### src/rtl/ipi_disp_pkg.sv
package ipi_disp_pkg;
    localparam int WORD_BITS = 32;
    localparam int BYTES     = WORD_BITS / 8;
    localparam int TGT_LSB   = 16;
    localparam int VEC_W     = 5;
    localparam int MASK_LSB  = 27;
    localparam int WSEL_W    = 3;

    typedef enum logic [1:0] {
        OP_IPI  = 2'b00,
        OP_MAIL = 2'b01,
        OP_ANY  = 2'b10,
        OP_RSVD = 2'b11
    } cmd_op_e;

    typedef enum logic {
        UPD_STATUS_SET = 1'b0,
        UPD_MBOX_WRITE = 1'b1
    } upd_kind_e;

    typedef enum logic [2:0] {
        ST_IDLE,
        ST_LOOKUP,
        ST_DECIDE,
        ST_MERGE,
        ST_RESP
    } disp_state_e;
endpackage

### src/rtl/ipi_target_lookup.sv
module ipi_target_lookup #(
    parameter int NUM_CORES = 4,
    parameter int ID_W      = 10,
    parameter int IDX_W     = 2,
    parameter logic [NUM_CORES*ID_W-1:0] CORE_IDS = '0
) (
    input  logic [ID_W-1:0]  id,
    output logic             hit,
    output logic [IDX_W-1:0] idx
);
    logic [NUM_CORES-1:0] match;

    for (genvar g = 0; g < NUM_CORES; g++) begin : g_cmp
        assign match[g] = (CORE_IDS[g*ID_W +: ID_W] == id);
    end

    always_comb begin
        hit = |match;
        idx = '0;
        for (int i = NUM_CORES - 1; i >= 0; i--) begin
            if (match[i]) idx = IDX_W'(i);
        end
    end
endmodule

### src/rtl/ipi_mbox_merge.sv
module ipi_mbox_merge #(
    parameter int BYTES = 4
) (
    input  logic [BYTES*8-1:0] old_word,
    input  logic [BYTES*8-1:0] new_word,
    input  logic [BYTES-1:0]   keep,
    output logic [BYTES*8-1:0] merged
);
    for (genvar g = 0; g < BYTES; g++) begin : g_byte
        assign merged[g*8 +: 8] = keep[g] ? old_word[g*8 +: 8] : new_word[g*8 +: 8];
    end
endmodule

### src/rtl/ipi_send_dispatch.sv
module ipi_send_dispatch
    import ipi_disp_pkg::*;
#(
    parameter int NUM_CORES = 4,
    parameter int ID_W      = 10,
    parameter logic [NUM_CORES*ID_W-1:0] CORE_IDS = {10'd1023, 10'd256, 10'd17, 10'd3},
    localparam int IDX_W    = (NUM_CORES > 1) ? $clog2(NUM_CORES) : 1
) (
    input  logic                 clk,
    input  logic                 rst_n,
    input  logic                 cmd_valid,
    output logic                 cmd_ready,
    input  logic [1:0]           cmd_op,
    input  logic                 cmd_wide,
    input  logic [63:0]          cmd_data,
    output logic                 rd_req,
    output logic [IDX_W-1:0]     rd_core,
    output logic [WSEL_W-1:0]    rd_word,
    input  logic [WORD_BITS-1:0] rd_data,
    output logic                 upd_valid,
    output logic                 upd_kind,
    output logic [IDX_W-1:0]     upd_core,
    output logic [WSEL_W-1:0]    upd_word,
    output logic [WORD_BITS-1:0] upd_data,
    output logic                 resp_valid,
    output logic                 resp_err
);
    disp_state_e            state, state_n;
    cmd_op_e                op_q;
    logic                   wide_q;
    logic [ID_W-1:0]        tgt_q;
    logic [VEC_W-1:0]       low_q;
    logic [BYTES-1:0]       mask_q;
    logic [WORD_BITS-1:0]   pay_q;
    logic                   hit_q, err_q;
    logic [IDX_W-1:0]       idx_q;
    logic                   lk_hit;
    logic [IDX_W-1:0]       lk_idx;
    logic [WORD_BITS-1:0]   merged;
    logic                   drop;
    logic                   unused_cmd_bits;

    assign unused_cmd_bits = ^{cmd_data[31], cmd_data[26], cmd_data[15:VEC_W],
                               cmd_data[TGT_LSB+ID_W +: (26-TGT_LSB-ID_W+1)]};

    ipi_target_lookup #(
        .NUM_CORES(NUM_CORES), .ID_W(ID_W), .IDX_W(IDX_W), .CORE_IDS(CORE_IDS)
    ) lookup_i (
        .id(tgt_q), .hit(lk_hit), .idx(lk_idx)
    );

    ipi_mbox_merge #(.BYTES(BYTES)) merge_i (
        .old_word(rd_data), .new_word(pay_q), .keep(mask_q), .merged(merged)
    );

    // 32-bit mailbox/any sends and the reserved opcode are discarded
    assign drop = (op_q == OP_RSVD) || ((op_q != OP_IPI) && !wide_q);

    assign rd_core  = idx_q;
    assign upd_core = idx_q;
    assign rd_word  = low_q[VEC_W-1 -: WSEL_W];
    assign upd_word = low_q[VEC_W-1 -: WSEL_W];

    always_ff @(posedge clk) begin
        if (!rst_n) begin
            state  <= ST_IDLE;
            op_q   <= OP_IPI;
            wide_q <= 1'b0;
            tgt_q  <= '0;
            low_q  <= '0;
            mask_q <= '0;
            pay_q  <= '0;
            hit_q  <= 1'b0;
            idx_q  <= '0;
            err_q  <= 1'b0;
        end else begin
            state <= state_n;
            if (state == ST_IDLE && cmd_valid) begin
                op_q   <= cmd_op_e'(cmd_op);
                wide_q <= cmd_wide;
                tgt_q  <= cmd_data[TGT_LSB +: ID_W];
                low_q  <= cmd_data[VEC_W-1:0];
                mask_q <= cmd_data[MASK_LSB +: BYTES];
                pay_q  <= cmd_data[63:32];
            end
            if (state == ST_LOOKUP) begin
                hit_q <= lk_hit;
                idx_q <= lk_idx;
            end
            if (state == ST_DECIDE) begin
                err_q <= !drop && !hit_q;
            end
        end
    end

    always_comb begin
        state_n    = state;
        cmd_ready  = 1'b0;
        rd_req     = 1'b0;
        upd_valid  = 1'b0;
        upd_kind   = UPD_STATUS_SET;
        upd_data   = '0;
        resp_valid = 1'b0;
        resp_err   = 1'b0;
        unique case (state)
            ST_IDLE: begin
                cmd_ready = 1'b1;
                if (cmd_valid) state_n = ST_LOOKUP;
            end
            ST_LOOKUP: state_n = ST_DECIDE;
            ST_DECIDE: begin
                state_n = ST_RESP;
                if (!drop && hit_q) begin
                    if (op_q == OP_IPI) begin
                        upd_valid = 1'b1;
                        upd_kind  = UPD_STATUS_SET;
                        upd_data  = WORD_BITS'(1) << low_q;
                    end else if (mask_q == '0) begin
                        upd_valid = 1'b1;
                        upd_kind  = UPD_MBOX_WRITE;
                        upd_data  = pay_q;
                    end else begin
                        rd_req  = 1'b1;
                        state_n = ST_MERGE;
                    end
                end
            end
            ST_MERGE: begin
                upd_valid = 1'b1;
                upd_kind  = UPD_MBOX_WRITE;
                upd_data  = merged;
                state_n   = ST_RESP;
            end
            ST_RESP: begin
                resp_valid = 1'b1;
                resp_err   = err_q;
                state_n    = ST_IDLE;
            end
            default: state_n = ST_IDLE;
        endcase
    end
endmodule

### config.mk
export PLATFORM = sky130hd
export DESIGN_NAME = ipi_send_dispatch
export DESIGN_NICKNAME = d
export VERILOG_FILES = /design/src/rtl/ipi_disp_pkg.sv /design/src/rtl/ipi_target_lookup.sv /design/src/rtl/ipi_mbox_merge.sv /design/src/rtl/ipi_send_dispatch.sv
export SDC_FILE = /design/constraint.sdc
export NUM_CORES = 1
export LEC_CHECK = 0
export ABC_CLOCK_PERIOD_IN_PS = 3800
export BUFFER_PORTS_ARGS = -buffer_cell sky130_fd_sc_hd__clkbuf_2
export CAP_MARGIN = 25
export CORE_ASPECT_RATIO = 2
export CORE_UTILIZATION = 29
export DETAILED_ROUTE_END_ITERATION = 8
export PLACE_DENSITY_LB_ADDON = 0.3
export SLEW_MARGIN = 20
export SYNTH_ARGS = -nofsm -noshare
export SYNTH_HDL_FRONTEND = slang
export SYNTH_SLANG_ARGS = --single-unit
export TNS_END_PERCENT = 1
### constraint.sdc
create_clock -name clk -period 3.8 [get_ports clk]
set_input_delay 0.38 -clock clk [delete_from_list [all_inputs] [get_ports clk]]
set_output_delay 0.38 -clock clk [all_outputs]
set_load 0.02 [all_outputs]
==> implementation parameters <==
Parameter                              Value

Timing
  Post-route minimum period    between 3000 and 4000 ps
  Clock Skew    about 5.8 ps
  Max Fclk    about 300 MHz
  Setup Total Neg Slack    0 ps
  Final worst-path cycle share    87.0%
  Final hold violation count    0
  Slew at the pin with the worst max-slew slack    roughly 820 ps
  Max Transition Viols Final    0
  Max transition margin    approximately 45%
  Final worst setup slack    between 400 and 500 ps
  Final setup viols    0
  Post-Route Hold Slack    288 ps
  Unrepaired setup endpoints after global routing    false

Routing
  Number of iterations in the first detailed-routing pass    8
  WL final    11,000 µm
  Detailed-route DRC error count    0
  Average wire per standard cell    15.7 µm
  Antenna violation net count after detailed routing    0
  Vias    ~3.5k
  Vias per inst    5.05
  Iteration-0 DRC count of the detailed router    144

Yosys
  Multiplexer share of the synthesized area    a little under a tenth
  Gate Count Post-Synth    435
  Simple-gate share of the synthesized area    26.1%
  EDFF count, synth    0
  Post-synthesis xor/xnor area fraction    0.511%
  Main combinational cell family by area after synthesis    simple AND/OR/NAND/NOR gates
  Adder-cell share of the synthesized area    0%
  Sequential-to-total area share from yosys stat    35.6%
  Synthesized area per cell    7.88 µm²
  Async set-or-reset flop fraction in the synthesized netlist    0%
  Synth Register Bits    61
  Count of different cell masters after synthesis    37
  Net count of the mapped netlist    537
  Synth Cell Area    around 3400 µm²
  Most frequently used flop master after synthesis    dfxtp_1
  Synth warnings    0
  Fraction of the mapped netlist area in compound gates    roughly 23%

Die
  Row count    55
  Height of the chip    156 µm
  IO Count    150
  Initial Util    30.0%
  Die Area    12,300 µm²
  Core region area    11,400 µm²
  DIE WIDTH    78.9 µm

Clocking
  Clock slew at reported path FFs    50 ps
  TritonCTS clock tree    yes
  Clock root buffer    clkbuf_16
  Post-CTS sizing    0
  Maximum clock path buffer count    2
  Number of buffers inserted for hold repair after clock tree synthesis    0
  Total number of H-tree levels    3
  Clock sink count    just over 60
  Insertion delay of the later-clocked pin in the worst-skew pair    320 ps
  Clock buffer count from CTS    9
  Post-CTS setup buffer count    0

Global routing
  Number of global-route vias before repair    roughly 3.4k
  Initial antenna violation count    0
  Total routing resource utilization after global routing    18.3%
  Total congestion overflow after global routing    0
  Maximum number of pins on one net before global-route repair    60
  Global-route wire length before repair    17,000 µm

Worst setup path
  Type of element launching the critical path    flip-flop
  Number of cells on the worst reg-to-reg path    5
  Endpoint type of the worst setup path    primary output
  Data required time of the critical path    3420 ps
  WP data arrival    slightly below 3000 ps
  Top fanout value on the critical path    19
  Path type of the worst setup path    flip-flop to primary output

Run
  Number of max-cap violations    0

Power and ir drop
  Leak pwr    about 1.9 nW
  Highest ir drop seen on vdd    0.217 mV
  Power density over cell area    384 nW/µm²

Final layout
  Utilization after layout    between 30% and 40%
  Syn-to-layout area delta    31.1%
  Number of antenna diodes    0
  Final Instance Count excl. Fillers    ~700
  Fraction of layout cells with a size suffix above 1    29.2%
  Net count of the finished layout    656

Placed design
  Half-perimeter wire length after detailed placement    8130 µm
  Port Buffers    136
  RD Place Congestion    0.791
  Worst-case setup slack after placement    847 ps
  Placed cell count    just under 700

Run status
  Outcome    finished, final reports clean

Min path
  Worst hold path depth    3
  Path category of the worst min-delay check    input pin to flip-flop
[kinds of logic (layout without fill, tap and decap cells)]
group,after synthesis,count (layout)
AO/OA/AOI/OAI,101,101
XOR/XNOR,2,2
buffers and inverters,37,161
flip-flops,61,61
multiplexers,32,32
AND/OR/NAND/NOR,202,202
[metal layers]
metal | track usage [%] | share of wire [%] | vias to the layer above
met4 | 9.70 | 4.2 | 0
met2 | 34.3 | 53 | 120
met1 | 18.3 | 38 | 1631
met3 | 4.04 | 4.9 | 31
li1 | - | - | 1759
met5 | 0 | 0 | -
[power by group]
part / internal, mW / switching (mW) / leakage, nW
Clock: 0.476 / 0.264 / 0.134
Sequential: 0.683 / 0.0502 / 0.501
Combinational: 0.117 / 0.136 / 1.23
[metrics by stage]
stage / total power, mW / cell area, µm²
finish: 1.73 / 4490
global route: 1.82 / 4490
CTS: 1.74 / 4410
detailed placement: 0.991 / 4140
global placement: 0.982 / 4140
floorplan: 0.893 / 3430
[cell type report]
class | instances | area, µm²
inverter | 2 | 7.51
sequential | 61 | 1220
clock inverter | 1 | 5.00
tap | 142 | 178
timing repair buffer | 143 | 786
multi-input combinational | 337 | 2030
fill | 1250 | 6930
clock buffer | 15 | 268
[registers in the layout, indices dropped and copies added (netlist names)]
signal and cells:
err_q 1, rd_core 2, state 3, wide_q 1, low_q 5, pay_q 32, mask_q 4, tgt_q 10
op_q 2, hit_q 1
[final timing paths]
| check | slack, ps | start | to |
|---|---|---|---|
| worst min register to register | 470 | tgt_q[3] | tgt_q[3] |
| worst max register to register | 1940 | state[2] | low_q[4] |
| worst max-delay path | 490 | mask_q[0] | upd_data[2] |
| worst min-delay path | 290 | cmd_data[53] | pay_q[21] |
[cell usage in the layout, fill, tap and decap left out, types with 3 or more instances in the layout]
master	count
nor2_1	25
nor2b_1	4
or3_1	5
o221ai_1	12
a221o_1	16
nand2b_1	6
dfxtp_1	61
nand2_1	130
o21ai_0	5
a22oi_1	4
clkbuf_2	136
o22ai_1	4
nor4_1	3
mux2i_1	32
clkbuf_1	4
nand4_1	3
nor3_1	6
clkbuf_16	9
buf_4	3
a21oi_1	4
a21boi_0	55
[worst max-delay path, cell delays in order (launching register included)]
cell and delay (ps):
dfxtp_1 490, or4_1 670, nor4b_4 660, buf_4 370
a221o_1 220, clkbuf_2 180
[synth_stat cells (5+ instances only)]
master	count	area share (%)
a21boi_0	55	12
a221o_1	16	4.7
buf_2	7	1.0
buf_4	9	2.0
clkbuf_1	17	1.9
dfxtp_1	61	36
mux2i_1	32	9.3
nand2_1	131	14
nand2b_1	6	1.1
nor2_1	25	2.7
nor3_1	6	0.88
o21ai_0	5	0.73
o221ai_1	12	3.1
or3_1	5	0.91
No activity file was read; power rests on OpenSTA's default activity.
